`src/rtl/srx_pkg.sv`:
```
package srx_pkg;
    localparam int HALF_W = 16;
    localparam int CNT_W  = 6;
    localparam int CODE_W = 3;

    typedef struct packed {
        logic              wide;
        logic [HALF_W-1:0] hi;
        logic [HALF_W-1:0] lo;
    } srx_word_t;

    function automatic logic [CNT_W-1:0] wlen_bits(input logic [CODE_W-1:0] code);
        case (code)
            3'd0:    return CNT_W'(8);
            3'd1:    return CNT_W'(12);
            3'd2:    return CNT_W'(16);
            3'd3:    return CNT_W'(20);
            3'd4:    return CNT_W'(24);
            3'd5:    return CNT_W'(32);
            default: return CNT_W'(8);
        endcase
    endfunction

    function automatic logic wlen_wide(input logic [CODE_W-1:0] code);
        return wlen_bits(code) > CNT_W'(HALF_W);
    endfunction
endpackage

```
`src/rtl/srx_edge_det.sv`:
```
module srx_edge_det (
    input  logic clk,
    input  logic rst,
    input  logic sclk,
    input  logic pol,
    output logic sample
);
    logic prev_q;

    always_ff @(posedge clk) begin
        if (rst) prev_q <= 1'b0;
        else     prev_q <= sclk;
    end

    always_comb begin
        if (pol) sample = prev_q & ~sclk;
        else     sample = ~prev_q & sclk;
    end
endmodule

```
`src/rtl/srx_shift.sv`:
```
module srx_shift
    import srx_pkg::*;
(
    input  logic              clk,
    input  logic              rst,
    input  logic              sample,
    input  logic              fsync,
    input  logic              din,
    input  logic [CODE_W-1:0] code,
    output logic              done,
    output srx_word_t         word
);
    logic              busy_q;
    logic [CNT_W-1:0]  cnt_q;
    logic [CNT_W-1:0]  bits_q;
    logic              wide_q;
    logic [HALF_W-1:0] sh_hi_q;
    logic [HALF_W-1:0] sh_lo_q;
    logic [CNT_W-1:0]  cnt_nx;

    assign cnt_nx = cnt_q + CNT_W'(1);

    always_ff @(posedge clk) begin
        if (rst) begin
            busy_q  <= 1'b0;
            cnt_q   <= '0;
            bits_q  <= '0;
            wide_q  <= 1'b0;
            sh_hi_q <= '0;
            sh_lo_q <= '0;
            done    <= 1'b0;
        end else begin
            done <= 1'b0;
            if (sample) begin
                if (!busy_q && fsync) begin
                    busy_q  <= 1'b1;
                    cnt_q   <= CNT_W'(1);
                    bits_q  <= wlen_bits(code);
                    wide_q  <= wlen_wide(code);
                    sh_lo_q <= {{(HALF_W-1){1'b0}}, din};
                    if (wlen_wide(code)) sh_hi_q <= '0;
                end else if (busy_q) begin
                    sh_lo_q <= {sh_lo_q[HALF_W-2:0], din};
                    if (wide_q) sh_hi_q <= {sh_hi_q[HALF_W-2:0], sh_lo_q[HALF_W-1]};
                    cnt_q <= cnt_nx;
                    if (cnt_nx == bits_q) begin
                        busy_q <= 1'b0;
                        done   <= 1'b1;
                    end
                end
            end
        end
    end

    assign word = '{wide: wide_q, hi: sh_hi_q, lo: sh_lo_q};

    // the shift contents move only on a sample
    a_r2_shift_on_sample: assert property (@(posedge clk) disable iff (rst)
        busy_q && !sample |=> $stable(sh_lo_q) && $stable(sh_hi_q));
    // an active word keeps its bit count within the selected length
    a_r3_count_in_range: assert property (@(posedge clk) disable iff (rst)
        busy_q |-> (cnt_q != '0) && (cnt_q < bits_q));
    // narrow words never shift the upper half
    a_r5_narrow_hi_still: assert property (@(posedge clk) disable iff (rst)
        busy_q && !wide_q |=> $stable(sh_hi_q));
endmodule

```
`src/rtl/srx_handoff.sv`:
```
module srx_handoff
    import srx_pkg::*;
(
    input  logic      clk,
    input  logic      rst,
    input  logic      done,
    input  srx_word_t word,
    input  logic      rd_hi,
    input  logic      rd_lo,
    output srx_word_t drr,
    output logic      ready,
    output logic      overrun
);
    srx_word_t buf_q;
    logic      buf_full_q;
    logic      drr_full_q;
    logic      hi_seen_q;
    logic      ovr_q;
    logic      lo_ok;
    logic      move;

    assign lo_ok = drr_full_q & rd_lo & (~drr.wide | hi_seen_q | rd_hi);
    assign move  = buf_full_q & ~drr_full_q;

    always_ff @(posedge clk) begin
        if (rst) begin
            buf_q      <= '0;
            buf_full_q <= 1'b0;
            drr        <= '0;
            drr_full_q <= 1'b0;
            hi_seen_q  <= 1'b0;
            ovr_q      <= 1'b0;
        end else begin
            if (lo_ok) begin
                drr_full_q <= 1'b0;
                hi_seen_q  <= 1'b0;
                ovr_q      <= 1'b0;
            end else if (drr_full_q && rd_hi && drr.wide) begin
                hi_seen_q <= 1'b1;
            end
            if (move) begin
                drr_full_q <= 1'b1;
                hi_seen_q  <= 1'b0;
                drr.wide   <= buf_q.wide;
                drr.lo     <= buf_q.lo;
                if (buf_q.wide) drr.hi <= buf_q.hi;
                buf_full_q <= 1'b0;
            end
            if (done) begin
                if (!buf_full_q || move) begin
                    buf_full_q <= 1'b1;
                    buf_q.wide <= word.wide;
                    buf_q.lo   <= word.lo;
                    if (word.wide) buf_q.hi <= word.hi;
                end else begin
                    ovr_q <= 1'b1;
                end
            end
        end
    end

    assign ready   = drr_full_q;
    assign overrun = ovr_q;

    // ready only falls after a lower-half read
    a_r7_ready_fall_needs_read: assert property (@(posedge clk) disable iff (rst)
        $fell(drr_full_q) |-> $past(rd_lo));
    // a full data register holds its content without a read
    a_r6_drr_hold: assert property (@(posedge clk) disable iff (rst)
        drr_full_q && !rd_lo |=> drr_full_q && $stable(drr));
    // the buffer cannot advance while the data register is full
    a_r6_buf_hold: assert property (@(posedge clk) disable iff (rst)
        buf_full_q && drr_full_q |=> buf_full_q && $stable(buf_q));
    // a word completing into full stages raises overrun
    a_r9_overrun_on_full: assert property (@(posedge clk) disable iff (rst)
        done && buf_full_q && drr_full_q && !rd_lo |=> ovr_q);
    // loading a narrow word keeps the upper data half
    a_r5_drr_hi_kept: assert property (@(posedge clk) disable iff (rst)
        move && !buf_q.wide |=> $stable(drr.hi));
endmodule

```
`src/rtl/tribuf_serial_rx.sv`:
```
module tribuf_serial_rx
    import srx_pkg::*;
(
    input  logic              clk,
    input  logic              rst,
    input  logic              rx_clk,
    input  logic              rx_pol,
    input  logic              rx_fsync,
    input  logic              rx_data,
    input  logic [CODE_W-1:0] wlen_sel,
    input  logic              rd_hi,
    input  logic              rd_lo,
    output logic [HALF_W-1:0] data_hi,
    output logic [HALF_W-1:0] data_lo,
    output logic              ready,
    output logic              overrun
);
    logic      sample;
    logic      done;
    srx_word_t sh_word;
    srx_word_t drr;

    srx_edge_det u_edge (
        .clk    (clk),
        .rst    (rst),
        .sclk   (rx_clk),
        .pol    (rx_pol),
        .sample (sample)
    );

    srx_shift u_shift (
        .clk    (clk),
        .rst    (rst),
        .sample (sample),
        .fsync  (rx_fsync),
        .din    (rx_data),
        .code   (wlen_sel),
        .done   (done),
        .word   (sh_word)
    );

    srx_handoff u_hand (
        .clk     (clk),
        .rst     (rst),
        .done    (done),
        .word    (sh_word),
        .rd_hi   (rd_hi),
        .rd_lo   (rd_lo),
        .drr     (drr),
        .ready   (ready),
        .overrun (overrun)
    );

    assign data_hi = drr.hi;
    assign data_lo = drr.lo;
endmodule

```
`config.mk`:
```
export PLATFORM = sky130hd
export DESIGN_NAME = tribuf_serial_rx
export DESIGN_NICKNAME = d
export VERILOG_FILES = /design/src/rtl/srx_pkg.sv /design/src/rtl/srx_edge_det.sv /design/src/rtl/srx_shift.sv /design/src/rtl/srx_handoff.sv /design/src/rtl/tribuf_serial_rx.sv
export SDC_FILE = /design/constraint.sdc
export NUM_CORES = 1
export LEC_CHECK = 0
export BUFFER_PORTS_ARGS = -buffer_cell sky130_fd_sc_hd__buf_2
export CAP_MARGIN = 20
export CELL_PAD_IN_SITES_DETAIL_PLACEMENT = 0
export CELL_PAD_IN_SITES_GLOBAL_PLACEMENT = 2
export CORE_MARGIN = 2
export CORE_UTILIZATION = 39
export DETAILED_ROUTE_END_ITERATION = 10
export GPL_ROUTABILITY_DRIVEN = 0
export PLACE_DENSITY = 0.94
export SLEW_MARGIN = 20
export SYNTH_ARGS = -nofsm -noshare
export SYNTH_HDL_FRONTEND = slang
export SYNTH_HIERARCHICAL = 1
export SYNTH_SLANG_ARGS = --single-unit
export TNS_END_PERCENT = 20
```
`constraint.sdc`:
```
create_clock -name clk -period 3.4 [get_ports clk]
set_clock_uncertainty 0.1 [all_clocks]
set_input_delay 0.17 -clock clk [delete_from_list [all_inputs] [get_ports clk]]
set_output_delay 0.17 -clock clk [all_outputs]
set_load 0.03 [all_outputs]
```
# Yosys cells after proc, flatten, opt, wreduce, memory -nomap -nowiden

Cells that the tools add are included.

Bits in registers: 118
Input port bits: 11
Output and inout bits: 34
Logic and storage cells: 82

Add/sub/neg operators: 1
Magnitude comparators: 1
Eq/ne operators: 7
Multiplexer cells: 25
Bitwise logic cells: 13
Reductions and logical operators: 17

Operators by type and width:

| operator              | number |
|---|---|
| $mux W16              | 6 |
| $mux W6               | 5 |
| $pmux W6 S5           | 1 |
| $mux W1               | 13 |
| $reduce_and A2 Y1     | 4 |
| $add A6 B1 Y6 const B | 1 |
| $eq A3 B2 Y1 const B  | 2 |
| $eq A3 B3 Y1 const B  | 2 |
| $eq A6 B6 Y1          | 1 |
| $gt A6 B5 Y1 const B  | 1 |
| $not A1 Y1            | 6 |
| $reduce_bool A2 Y1    | 3 |
| $and A1 B1 Y1         | 5 |
| $reduce_and A4 Y1     | 1 |
| $reduce_or A4 Y1      | 1 |
| $eq A3 B1 Y1 const B  | 1 |
| $logic_and A1 B1 Y1   | 3 |
| $reduce_and A3 Y1     | 1 |
| $reduce_or A3 Y1      | 1 |
| $logic_not A1 Y1      | 2 |
| $ne A2 B2 Y1 const B  | 1 |
| $or A1 B1 Y1          | 2 |
| $logic_or A1 B1 Y1    | 1 |

# Longest topological paths before layout

Gate-level depths: netlist of the first run.

Depth in word-level cells: 8
Mapped depth: 7
Mapped depth without buffers: 6

# Cells and area by module

The synthesis of the first run kept the hierarchy.

Modules (own cells, without submodules):

| module       | instances | cells an instance | area each (um2) | seq. area each (um2) |
|---|---|---|---|---|
| srx_handoff  | 1         | 311               | 2676.3          | 1401.3 |
| srx_shift    | 1         | 183               | 1785.5          | 900.9 |
| srx_edge_det | 1         | 5                 | 48.8            | 20.0 |

# Worst setup path after synthesis of the first run

OpenSTA, ideal clock, no wires.

Path kind: in2reg
Start point: in wlen_sel[2]
End point: reg u_shift.sh_hi_q[10]
Library setup time: 117 ps
Arrival time: 1540 ps
Required time: 3183 ps
Path slack: 1642 ps
Stages on the path: 7
Buffers on the path: 1
Path through: inv_1 ha_1 or3b_1 a21oi_2 o21ai_2 buf_6 a32o_1

Word-level cells in the longest chain between the ends: 8
Elaborated cells between the ends (all ways): 12
Classes of those cells: 1 x order compare; 6 x eq/ne; 4 x mux; 1 x reduce/logical

RTL lines:

| element                                    | line                   | source |
|---|---|---|
| from (decl)                                | tribuf_serial_rx.sv:10 | `input logic [CODE_W-1:0] wlen_sel,` |
| $eq A3 B3 Y1, or another cell as far along | srx_pkg.sv:13          | `case (code)` |
| $pmux W6 S5 *                              | srx_pkg.sv:13          |  |
| $mux W6 *                                  | srx_shift.sv:35        | `if (!busy_q && fsync) begin` |
| $mux W6 *                                  | srx_shift.sv:34        | `if (sample) begin` |
| $mux W6 *                                  | srx_shift.sv:24        | `if (rst) begin` |
| $gt A6 B5 Y1 *                             | srx_pkg.sv:25          | `return wlen_bits(code) > CNT_W'(HALF_W);` |
| $ne A2 B2 Y1 (no line) *                   | n/a                    |  |
| $reduce_and A4 Y1 (no line) *              | n/a                    |  |
| to (signal assigned)                       | srx_shift.sv:44        | `if (wide_q) sh_hi_q <= {sh_hi_q[HALF_W-2:0], sh_lo_q[HALF_W-1]};` |
| to (decl)                                  | srx_shift.sv:17        | `logic [HALF_W-1:0] sh_hi_q;` |

Every way passes the cells marked *; elsewhere a longest branch is shown, timed or not. The select of a mux whose other input is x is not followed.
A chain may end at the register's enable or synchronous reset.

# Worst setup path after layout of the first run

Start point: in rx_clk
End point: reg u_shift.sh_hi_q[14]

Word-level cells in the longest chain between the ends: 4
Elaborated cells between the ends (all ways): 5
Classes of those cells: 1 x mux; 3 x bitwise; 1 x reduce/logical

RTL lines:

| element                       | line                   | source |
|---|---|---|
| from (decl)                   | tribuf_serial_rx.sv:6  | `input logic rx_clk,` |
| $not A1 Y1                    | srx_edge_det.sv:16     | `if (pol) sample = prev_q & ~sclk;` |
| $and A1 B1 Y1                 | srx_edge_det.sv:16     |  |
| $mux W1 *                     | srx_edge_det.sv:16     |  |
| net sample                    | tribuf_serial_rx.sv:18 | `logic sample;` |
| $reduce_and A4 Y1 (no line) * | n/a                    |  |

The timed path passes the listed nets; every way through them passes the cells marked *.

==> results.ini, run 1 <==
[pwr]
powerDensity_nw_per_um2=633
p_leak_nw=2.00
switchingPower_uw=634
cell_internal_pwr_mw=2.76
sw_frac_of_total_pct=18.7
ir_drop_mv=0.323
power_frac_comb_pct=2.3
pwr-share-clk_pct=57.4
seqPwrFrac_pct=40.3

[detailed_routing]
antenna_left=0
drtPass1Iterations=4
vias=3560
drc=0
drt-initial-drc-count=193
vias_per_cell=5.17
wl_per_cell_microns=13.0
routed_wl_microns=8960

[global_routing]
grt_pass1_vias=3195
grt_max_degree=88
grtUsageTotal_pct=14.8
grt.busiest_layer=met2
antenna_found_initial=0
overflow=0
grt_pass1_wl_microns=15200
grtUsageMet2_pct=21.2
use_met1_pct=20.7
use_met3_pct=5.77

[yosys]
ys_ff_latch=116
synth_edf_count=0
ys_async_sr_fraction_pct=0
ys_types=53
netlist_area_sq_um=4510
ys_dominant_reg_cell=dfxtp_1
synth_seq_area_share_pct=51.5
postSynthCellCount=499
yosys_warnings=6
avgSynthCellArea_sq_um=9.04
syn_nets=513

[clocking]
clockRootBuffer=clkbuf_16
cts_buffers=17
htreeDepth=4
cts_sinks=116
clk_pin_slew_ps=50
cts_tree=built
clock_tree.buffer_depth=2
clk_latency_ps=400
cts.repair.resized=0

[timing]
max_freq_ghz=0.431
tns_ps=0
slew_headroom_pct=35.0
tightest_slew_ps=971
min_period_ps=2320
hold_viol_final=0
whs_ps=32.3
finalSetupViolations=0
post-route-period-util_pct=68.2
drv_slew=0
rsz0062_at_grt=no

[floorplanning]
core_area_sq_um=11400
rows=39
initial_core_util_pct=39.7
io_pins=45
die_area_sq_um=12400
die-height_microns=112
die_x_microns=112

[cells_and_area]
drive_gt1_share_pct=17.9
layout_common_cells=116 x dfxtp_1, 103 x nand2_1, 68 x a21oi_1
fin_nets=547
diodes=0
syn_to_final_growth_pct=19.1
final_common_cell=dfxtp_1

[placed_design]
io_buffers=44
dp_hpwl_microns=5750

[setup_path]
crit_path_end_kind=flop
start_kind=input pin
setup.worst_path.class=in -> reg
cp.arrival_ps=2550
required_ps=3640
cp_max_fo=22

[outcome]
status=finished clean

[min_path]
holdCritPathClass=in -> reg

[run]
drv_cap=0

==> metrics by stage <==
| stage | instance area (sq um) | power [mW] | cells | utilization [%] | setup WS (ps) |
|---|---|---|---|---|---|
| final | 5370 | 3.40 | 689 | 47.3 | 1080 |
| after global routing | 5370 | 3.51 | 689 | 47.3 | 872 |
| after CTS | 5370 | 3.44 | 689 | 47.2 | 1070 |
| after detailed placement | 4670 | 1.47 | 653 | 41.1 | 1120 |
| after global placement | 4670 | 1.47 | 653 | 41.1 | 1230 |
| after floorplan | 4510 | 1.45 | 499 | - | 1640 |
==> cell usage after synthesis, types with 5 or more instances <==
| master | count | area share (%) |
|---|---|---|
| nor2_1 | 31 | 2.6 |
| buf_6 | 12 | 3.0 |
| nor3_1 | 5 | 0.55 |
| o21ai_1 | 10 | 1.1 |
| dfxtp_1 | 116 | 51 |
| a21oi_2 | 10 | 1.9 |
| nand2_1 | 103 | 8.6 |
| buf_2 | 5 | 0.55 |
| a21oi_1 | 69 | 7.7 |
| buf_4 | 6 | 1.0 |
| a32o_1 | 16 | 3.6 |
| nand3_1 | 19 | 2.1 |
| clkbuf_1 | 12 | 1.0 |
| a22oi_1 | 16 | 2.7 |
| o21ai_0 | 11 | 1.2 |
==> worst max-delay path, cell delays in order <==
cell	delay, ps
dlygate4sd3_1	520
buf_2	120
nand2b_1	60
o22ai_2	240
and2_1	160
buf_4	240
nand2_1	80
nor2_1	730
a32o_1	210
==> per-layer routing <==
| layer | share of wire (%) | wire length (microns) |
|---|---|---|
| met5 | 0 | 0 |
| met4 | 0.80 | 72 |
| met3 | 4.0 | 358 |
| met2 | 42 | 3770 |
| met1 | 53 | 4760 |
==> layout make-up <==
class,count,area (sq um)
Fill cell,1089,6000
Sequential cell,116,2320
Multi-Input combinational cell,341,1900
Clock buffer,23,488
Timing Repair Buffer,52,293
Tap cell,143,179
Clock inverter,9,173
Inverter,5,20.0
==> power groups by stage <==
stage / clock (mW) / combinational [mW] / sequential [mW]
after floorplan: 0 / 0.0547 / 1.40
after global placement: 0 / 0.0719 / 1.40
after detailed placement: 0 / 0.0744 / 1.40
after CTS: 1.99 / 0.0783 / 1.37
after global routing: 2.05 / 0.0875 / 1.37
final: 1.95 / 0.0778 / 1.37
==> state kept, by name, summed over array words and instances (netlist names) <==
register           count
u_hand/buf_full_q      1
u_shift/cnt_q          6
u_shift/sh_lo_q       16
u_shift/bits_q         4
u_hand/overrun         1
u_shift/wide_q         1
u_shift/busy_q         1
u_hand/buf_q          33
u_hand/hi_seen_q       1
u_shift/done           1
u_edge/prev_q          1
u_shift/sh_hi_q       16
u_hand/drr            33
u_hand/ready           1
==> what timing repair did <==
| item | in CTS | in global routing |
|---|---|---|
| hold buffers | 4 | 0 |
| endpoints found under the hold margin | 16 | 0 |
| endpoints found under the setup margin | 0 | 0 |
| setup buffers | 0 | 0 |
==> final timing paths <==
check,from,end,slack [ps],cells past startpoint
worst max register to register,u_edge/prev_q$_SDFF_PP0_,u_shift/sh_hi_q[14]$_SDFFE_PP0P_,1100,7
worst max-delay path,rx_clk,u_shift/sh_hi_q[14]$_SDFFE_PP0P_,1080,9
worst min-delay path,rd_hi,u_hand/overrun$_SDFF_PP0_,30,3
worst min register to register,u_hand/drr[12]$_SDFFE_PP0P_,u_hand/drr[12]$_SDFFE_PP0P_,350,2
==> logic make-up (layout without fill, tap and decap cells) <==
kind of cell    count (synthesis)  count (layout)  synth area share, %
compound gates                150             150                 21.9
xor+xnor                        7               7                 1.36
fa+ha+maj                       3               3                0.832
buf+inv                        42              89                 6.52
flops                         116             116                 51.5
mux                             1               1                0.222
simple gates                  180             180                 17.7
Note: power is estimated with default switching activity, not from simulation.
==> run 2: changes to the inputs <==
--- a/config.mk
+++ b/config.mk
@@ -5,15 +5,16 @@
 export SDC_FILE = /design/constraint.sdc
 export NUM_CORES = 1
 export LEC_CHECK = 0
+export ABC_AREA = 1
 export BUFFER_PORTS_ARGS = -buffer_cell sky130_fd_sc_hd__buf_2
 export CAP_MARGIN = 20
 export CELL_PAD_IN_SITES_DETAIL_PLACEMENT = 0
 export CELL_PAD_IN_SITES_GLOBAL_PLACEMENT = 2
 export CORE_MARGIN = 2
-export CORE_UTILIZATION = 39
+export CORE_UTILIZATION = 34
 export DETAILED_ROUTE_END_ITERATION = 10
 export GPL_ROUTABILITY_DRIVEN = 0
-export PLACE_DENSITY = 0.94
+export PLACE_DENSITY = 0.88
 export SLEW_MARGIN = 20
 export SYNTH_ARGS = -nofsm -noshare
 export SYNTH_HDL_FRONTEND = slang
==> constraint.sdc (replaced) <==
create_clock -name clk -period 2.3 [get_ports clk]
set_clock_uncertainty 0.1 [all_clocks]
set_input_delay 0.115 -clock clk [delete_from_list [all_inputs] [get_ports clk]]
set_output_delay 0.115 -clock clk [all_outputs]
set_load 0.03 [all_outputs]
==> run 2 against run 1 <==
  * First-iteration DRC count decreased by 2.6%
  * Power up 42%
  * Design area up 6.7%
  * Wire length up 7.3%
  * Sequential cell count stayed put
  * Final cell count up 24%
  * Critical path type unchanged
==> results.ini, run 2 <==
[yosys]
postSynthCellCount=614  ; +23%
avgSynthCellArea_sq_um=7.76  ; -14%
yosys.area.top_type=dfxtp_1
yosysMostFrequentCell=nor2_1
yosys.area.top_type_share_pct=48.8  ; -2.7 points
synth_top_family_by_area=simple AND/OR/NAND/NOR gates
ys_dominant_reg_cell=dfxtp_1
synth_area_leaders=dfxtp_1 49%, nor2_1 11%, nand2_1 7.7%, o21ai_0 5.0%, nand3_1 3.2%
synthAdderAreaFrac_pct=0.788  ; -0.044 points
netlist_area_sq_um=4760  ; +5.6%
synth_compound_area_share_pct=9.93  ; -12 points
ys_types=32  ; -40%
synth_seq_area_share_pct=48.8  ; -2.7 points
synth_common_cells=142 x nor2_1, 116 x dfxtp_1, 98 x nand2_1
yosys_warnings=6  ; unchanged
synth_edf_count=0  ; unchanged
synthSimpleGateAreaFrac_pct=32.0  ; +14 points
ys_ff_latch=116  ; unchanged
muxShareOfSynthArea_pct=0  ; -0.22 points
synth_xor_area_share_pct=0.368  ; -0.99 points
syn_nets=628  ; +22%
ys_async_sr_fraction_pct=0  ; unchanged

[setup_path]
cp.arrival_ps=2220  ; -330 ps
cp_max_fo=67  ; +200%
cp_cell_sequence=dlygate4sd3_1, buf_2, inv_1, buf_4, nand2_1, nor2_1, dlygate4sd3_1
start_kind=input pin
worstReg2RegEnd=u_hand/hi_seen_q$_SDFFE_PP0P_
cpMaxStageDelayCell=dlygate4sd3_1
setup.worst_path.class=in -> reg
reg2reg_depth=5  ; -2
crit_path_end_kind=flop
r2r-start=u_hand/ready$_SDFFE_PP0P_
max_stage_delay_ps=540  ; -190 ps
required_ps=2550  ; -1090 ps
cpMostUsedCell=dlygate4sd3_1
ff2ff_setup_slack_ps=360  ; -740 ps

[detailed_routing]
routed_wl_microns=9610  ; +7.3%
drt-initial-drc-count=188  ; -2.6%
wl_per_cell_microns=11.3  ; -13%
vias_per_cell=4.53  ; -12%
vias=3854  ; +8.3%
drtPass1Iterations=4  ; unchanged
drc=0  ; unchanged
antenna_left=0  ; unchanged

[timing]
tightest_slew_ps=700  ; -271 ps
finalSetupViolations=0  ; unchanged
slew_headroom_pct=53.0  ; +18 points
tns_ps=0  ; unchanged
rsz0062_at_grt=no
post-route-period-util_pct=85.7
min_period_ps=1970
whs_ps=16.2  ; -16.1 ps
hold_viol_final=0  ; unchanged
max_freq_ghz=0.508
drv_slew=0  ; unchanged

[pwr]
sw_frac_of_total_pct=21.2  ; +2.5 points
seqPwrFrac_pct=42.1  ; +1.8 points
power_frac_comb_pct=3.3  ; +1.0 points
pwr-share-clk_pct=54.6  ; -2.8 points
ir_drop_mv=0.470  ; +46%
cell_internal_pwr_mw=3.79  ; +37%
p_leak_nw=2.45  ; +23%
powerDensity_nw_per_um2=840  ; +33%
switchingPower_mw=1.02  ; +61%

[cells_and_area]
drive_gt1_share_pct=17.7  ; -0.21 points
nFillCells=1425  ; +31%
syn_to_final_growth_pct=20.3
final_common_cell=nor2_1
diodes=0  ; unchanged
layout_common_cells=142 x nor2_1, 116 x dfxtp_1, 98 x nand2_1
fin_nets=672  ; +23%
top_regs=u_hand/buf_q (33), u_hand/drr (33)

[clocking]
clk_pin_slew_ps=50  ; about the same
cts_tree=built
htreeDepth=4  ; unchanged
clk_latency_ps=410  ; about the same
clockRootBuffer=clkbuf_16
cts_buffers=17  ; unchanged
clock_tree.buffer_depth=2  ; unchanged
cts_sinks=116  ; unchanged
cts.repair.resized=0  ; unchanged

[min_path]
hold_start=wlen_sel[1]
worstHoldPathCells=4  ; +1
holdCritPathClass=in -> reg
hold_path_end=u_shift/bits_q[3]$_SDFFE_PP0P_

[run]
drv_cap=0  ; unchanged

[floorplanning]
core_area_sq_um=13800  ; +21%
die_x_microns=122  ; +9.7%
rows=43  ; +10%
die-height_microns=122  ; +9.7%
initial_core_util_pct=34.6  ; -5.1 points
io_pins=45  ; unchanged
die_area_sq_um=15000  ; +20%

[outcome]
status=finished clean

[placed_design]
dp_hpwl_microns=6370  ; +11%
io_buffers=44  ; unchanged

[global_routing]
grt_pass1_vias=3523  ; +10%
grt_pass1_wl_microns=16800  ; +10%
grt_max_degree=68  ; -23%
antenna_found_initial=0  ; unchanged
grtUsageTotal_pct=14.0  ; -0.75 points
overflow=0  ; unchanged

-- run 2: area by class of cell --
cell class	count	area (sq um)	area share, %
multi-input combinational	418	2050	35.8
clock inverter	13	159	2.77
timing repair buffer	58	350	6.11
sequential	116	2320	40.5
inverter	47	178	3.10
clock buffer	19	443	7.73
tap	180	225	3.93
-- run 2: how the worst max path moves through the flow --
| stage | start | to | slack, ps | cells after the start |
|---|---|---|---|---|
| 2_1_floorplan | u_hand/ready$_SDFFE_PP0P_ | u_hand/buf_q[10]$_SDFFE_PP0P_ | 850 | 7 |
| 3_3_place_gp | u_edge/prev_q$_SDFF_PP0_ | u_shift/sh_hi_q[6]$_SDFFE_PP0P_ | 620 | 8 |
| 3_5_place_dp | u_edge/prev_q$_SDFF_PP0_ | u_shift/sh_hi_q[4]$_SDFFE_PP0P_ | 590 | 8 |
| 4_1_cts | rst | u_hand/hi_seen_q$_SDFFE_PP0P_ | 360 | 7 |
| 5_1_grt | rst | u_hand/hi_seen_q$_SDFFE_PP0P_ | 200 | 7 |
| 6_report | rst | u_hand/hi_seen_q$_SDFFE_PP0P_ | 330 | 7 |
-- run 2: cells by family after synthesis --
| group | count (synthesis) |
|---|---|
| adder cells (fa/ha/maj) | 3 |
| flip-flops | 116 |
| AO/OA/AOI/OAI | 84 |
| AND/OR/NAND/NOR | 329 |
| XOR/XNOR | 2 |
| buffers and inverters | 80 |
-- run 2: power groups by stage --
stage	registers [mW]	logic, mW	clock network [mW]
CTS	2.03	0.159	2.69
global route	2.03	0.180	2.79
floorplan	2.07	0.113	0
detailed placement	2.07	0.147	0
finish	2.03	0.158	2.63
global placement	2.07	0.144	0
-- run 2: repair_timing --
action	4_1_cts	5_1_grt
setup endpoints to repair	0	0
buffers inserted	0	0
hold endpoints to repair	14	0
hold buffers	10	0
-- run 2: routing by layer --
layer | global-route usage (%) | vias up | routed length, microns
met4 | 7.11 | 0 | 85
li1 | - | 2072 | -
met5 | 0 | - | 0
met1 | 19.8 | 1726 | 5210
met2 | 19.8 | 51 | 3990
met3 | 3.35 | 5 | 321
-- run 2: critical path: cells and delay by family --
kind	cells	cell delay [ps]
buf+inv	5	1830
simple gates	2	260
-- run 2: through the flow --
step                      area [sq um]  std cells  setup slack, ps  util (%)  total power, mW
after floorplan                   4760        614              847         -             2.18
after global placement            5030        809              618      36.5             2.21
after detailed placement          5030        809              593      36.5             2.22
after CTS                         5730        851              355      41.6             4.87
after global routing              5730        851              198      41.6             4.99
final                             5730        851              330      41.6             4.81
